File: config.mk
export PLATFORM = sky130hd
export DESIGN_NAME = pmp_region_match
export DESIGN_NICKNAME = d
export VERILOG_FILES = /design/src/rtl/pmp_pkg.sv /design/src/rtl/pmp_region_match.sv
export SDC_FILE = /design/constraint.sdc
export NUM_CORES = 1
export LEC_CHECK = 0
export BUFFER_PORTS_ARGS = -buffer_cell sky130_fd_sc_hd__buf_2
export CORE_MARGIN = 3
export CORE_UTILIZATION = 50
export DETAILED_ROUTE_END_ITERATION = 8
export GPL_ROUTABILITY_DRIVEN = 0
export GPL_TIMING_DRIVEN = 0
export PLACE_DENSITY = 0.85
export SYNTH_ARGS = -nofsm -noshare
export SYNTH_HDL_FRONTEND = slang
export SYNTH_SLANG_ARGS = --single-unit
export TNS_END_PERCENT = 100
File: constraint.sdc
create_clock -name vclk -period 4.3
set_input_delay 0.43 -clock vclk [all_inputs]
set_output_delay 0.43 -clock vclk [all_outputs]
set_load 0.005 [all_outputs]
File: src/rtl/pmp_pkg.sv
package pmp_pkg;
  localparam int unsigned NUM_REGIONS = 16;
  localparam int unsigned CFG_W       = 8;
  localparam int unsigned ADDR_W      = 32;

  localparam int unsigned CFG_R_BIT    = 0;
  localparam int unsigned CFG_W_BIT    = 1;
  localparam int unsigned CFG_X_BIT    = 2;
  localparam int unsigned CFG_MODE_LSB = 3;
  localparam int unsigned CFG_LOCK_BIT = 7;

  typedef enum logic [1:0] {
    MODE_OFF   = 2'd0,
    MODE_TOR   = 2'd1,
    MODE_NA4   = 2'd2,
    MODE_NAPOT = 2'd3
  } pmp_mode_e;

  typedef enum logic [1:0] {
    ACC_READ  = 2'd0,
    ACC_WRITE = 2'd1,
    ACC_EXEC  = 2'd2
  } pmp_acc_e;

  localparam logic [1:0] PRIV_M = 2'd3;
endpackage

File: src/rtl/pmp_region_match.sv
module pmp_region_match
  import pmp_pkg::*;
#(
  parameter int unsigned AW = 32
) (
  input  logic [1:0]    mode_i,
  input  logic [AW-1:0] base_i,
  input  logic [AW-1:0] top_i,
  input  logic [AW-1:0] word_i,
  output logic          hit_o
);
  logic [AW-1:0] napot_mask;
  logic          tor_hit, na4_hit, napot_hit;

  // trailing ones plus the lowest zero form the don't-care bits
  assign napot_mask = top_i ^ (top_i + 1'b1);

  assign tor_hit   = (word_i >= base_i) && (word_i < top_i);
  assign na4_hit   = (word_i == top_i);
  assign napot_hit = ((word_i ^ top_i) & ~napot_mask) == '0;

  always_comb begin
    unique case (pmp_mode_e'(mode_i))
      MODE_TOR:   hit_o = tor_hit;
      MODE_NA4:   hit_o = na4_hit;
      MODE_NAPOT: hit_o = napot_hit;
      default:    hit_o = 1'b0;
    endcase
  end
endmodule

==> metrics.md <==
| Metric | Value |
|---|---|
| Capture endpoint of the worst hold path | hit_o |
| Crit path arrival time | about 2.9 ns |
| Buffers on Ports | 99 |
| Worst path most repeated cell | sky130_fd_sc_hd__buf_2 |
| Total DRC errors in the routed layout | 0 |
| Buf/Inv on CP | 3 |
| Total wire length after detailed routing | roughly 6 mm |
| Data required time of the worst path | about 3.9 ns |
| Final layout net count | between 500 and 600 |
| Grt total ovfl | 0 |
| Crit path launch type | input pin |
| Yosys top cell by area | sky130_fd_sc_hd__ha_1 |
| Total Die Area | about 5000 um^2 |
| Run status | completed |
| Synth warnings | 0 |
| Beginning of the worst hold path | top_i[23] |
| Remaining number of nets flagged by the antenna check after routing | 0 |
| Total power per unit cell area | 88.9 nW/um^2 |
| Combinational Power Share | 100.0% |
| Initial standard-cell utilization of the core | a little over half |
| Area inside the core boundary | 3830 um^2 |
| Most used cells in the layout excluding fill and tap cells | sky130_fd_sc_hd__buf_2, sky130_fd_sc_hd__inv_1, sky130_fd_sc_hd__ha_1, sky130_fd_sc_hd__a21oi_1, sky130_fd_sc_hd__nand4_1 |
| Clock share of power | 0% |
| Estimated wirelength of the detail-placed design | between 5 and 6 mm |
| Synthesized netlist cell count | 295 |
| Clock Buffer Count | 0 |
| Worst Max-Slew Pin Slew | between 0.6 and 0.7 ns |
| Library cell contributing the largest single delay on the critical path | sky130_fd_sc_hd__nor4_2 |
| Unrepaired setup endpoints after global routing | no |
| Num rows | 22 |
| Cell Area, Synth | 2070 um^2 |
| Cts hold-fix bufs | 0 |
| Ant diodes | 0 |
| Ranking of synthesized cells by area | sky130_fd_sc_hd__ha_1, sky130_fd_sc_hd__inv_1, sky130_fd_sc_hd__a21oi_1 |
| Static Leakage | roughly 1.6 nW |
| GR Util met3 | under 10% |
| Final Total Pwr | ~0.00023 W |
| Most used routing layer | met2 |
| Hold Path Class | in -> out |
| Category of the most critical setup path | in -> out |
| Crit path time final | ~3.3 ns |
| Number of iterations in the first detailed-routing pass | 4 |
| Count of sequential standard cells | 0 |
| Average wire per cell in the routed design | 13.4 um |
| Number of ports placed on the die boundary | 99 |
| Synthesis-to-finish area growth | 26.8% |
| Area share of the largest cell type after synthesis | between 30% and 40% |
| Via count | between 2,000 and 3,000 |
| Number of maximum-capacitance constraint violations | 0 |
| Via/cell ratio | roughly 5.7 |
| Antenna violations before repair | 0 |
| Met1 track demand over resource in global routing | between 30% and 40% |
| Post-Place Worst Slack | about 1.1 ns |
| First-pass GRT wire length | just under 10 mm |
| Max transition margin | a little under three fifths |
| Worst path max stage delay | 0.45 ns |
| Initial DRC Count | about 140 |
| Met2 track demand over resource | slightly below 40% |
| Portion of the post-synthesis area used by sequential elements | 0% |
| Horizontal die dimension | between 70 and 80 um |
| Cell Int Power | between 0.0001 and 0.00015 W |
| Number of different library cells in the post-synthesis netlist | 42 |
| Die Y-Extent | roughly 70 um |
| Net Sw Power | approximately 0.00012 W |
| Cell-by-cell listing of the critical path | buf_2, inv_1, ha_1, nand4_1, nor4_2, nor4b_2, a41o_1, nand3_1, a2111oi_1, o21bai_1, buf_2 |
| Switching power share of the total | between 50% and 60% |
| Number of logic stages on the critical path including buffering | 11 |
| Top cell family by delay on the critical path | simple AND/OR/NAND/NOR gates |
| Number of nets in the synthesized netlist | approximately 460 |
| Max rail drop VDD | between 0.04 and 0.05 mV |
| Post-Syn Area per Cell | 7.03 um^2 |
| Setup Fix Bufs, Post-CTS | 0 |
| Peak Freq | just over 300 MHz |
| Most common cell after layout, fill and taps aside | sky130_fd_sc_hd__buf_2 |
| # resized after CTS | 0 |
| Sum Neg Setup Slack | 0 ns |
| Worst hold path cell count | 6 |
| Hold Violations, Final | 0 |
| CP max FO | 3 |
| Final worst path period share | between 70% and 80% |
| Register area | 0 um^2 |
| Critical Path End Type | output pin |
| Endpoints failing setup | 0 |
| Power share of the sequential group | 0% |
| Via count of the first global-routing pass | about 2,300 |
| Overall fraction of global-route tracks in use | between 20% and 30% |
| Largest net degree at the start of global routing | 8 |
| Max-slew violations | 0 |
| Final worst-path setup slack | a little over 1 ns |
| Ratio of cells with drive above 1 in the final layout | 26.4% |
[worst max-delay path by stage]
stage / from / to / slack (ns)
global placement: top_i[26] / hit_o / 1.12
floorplan: top_i[31] / hit_o / 1.70
global route: top_i[26] / hit_o / 0.82
detailed placement: top_i[26] / hit_o / 1.10
CTS: top_i[26] / hit_o / 1.10
finish: top_i[28] / hit_o / 1.01
[routing by layer]
metal	wire length, um	up-vias	part of all wire, %
met4	72	0	1.2
met1	2590	1088	44
met3	544	6	9.2
met5	0	-	0
li1	-	1298	-
met2	2730	108	46
[cell families (layout without fill, tap and decap cells)]
| logic type | count (synthesis) | count (layout) | share of synthesized area, % |
|---|---|---|---|
| compound gates | 83 | 83 | 25.3 |
| simple gates | 81 | 81 | 23.2 |
| fa+ha+maj | 65 | 65 | 39.2 |
| buf+inv | 65 | 164 | 11.8 |
| xor+xnor | 1 | 1 | 0.423 |
[per-stage QoR]
| step | cell area, um^2 | cells | hold WS, ns | utilization, % |
|---|---|---|---|---|
| 2_1_floorplan | 2070 | 295 | 1.13 | - |
| 3_3_place_gp | 2630 | 442 | 1.43 | 68.7 |
| 3_5_place_dp | 2630 | 442 | 1.42 | 68.7 |
| 4_1_cts | 2630 | 442 | 1.42 | 68.7 |
| 5_1_grt | 2630 | 442 | 1.48 | 68.7 |
| 6_report | 2630 | 442 | 1.44 | 68.7 |
[layout make-up]
cell class,count,area (um^2)
Multi-Input combinational cell,230,1830
Fill cell,361,1200
Timing Repair Buffer,99,495
Inverter,65,244
Tap cell,48,60.1
[cell usage after synthesis (2+ instances only)]
cell,n
sky130_fd_sc_hd__inv_1,65
sky130_fd_sc_hd__nor2b_1,3
sky130_fd_sc_hd__nand2_1,11
sky130_fd_sc_hd__o211ai_1,2
sky130_fd_sc_hd__nand4_1,17
sky130_fd_sc_hd__and4_1,4
sky130_fd_sc_hd__nand3_1,7
sky130_fd_sc_hd__nor4_1,4
sky130_fd_sc_hd__a21oi_1,26
sky130_fd_sc_hd__nor2_1,15
sky130_fd_sc_hd__o21a_1,4
sky130_fd_sc_hd__a21o_1,7
sky130_fd_sc_hd__a31oi_1,12
sky130_fd_sc_hd__a211oi_1,4
sky130_fd_sc_hd__and3_1,6
sky130_fd_sc_hd__a2111oi_0,3
sky130_fd_sc_hd__nor3_1,4
sky130_fd_sc_hd__o21ai_0,13
sky130_fd_sc_hd__ha_1,65
[power groups by stage]
stage | logic (W) | registers (W) | clock network, W
after floorplan | 0.000136 | 0 | 0
after global placement | 0.000223 | 0 | 0
after detailed placement | 0.000231 | 0 | 0
after CTS | 0.000233 | 0 | 0
after global routing | 0.000266 | 0 | 0
final | 0.000234 | 0 | 0
No activity file was read; power rests on OpenSTA's default activity.
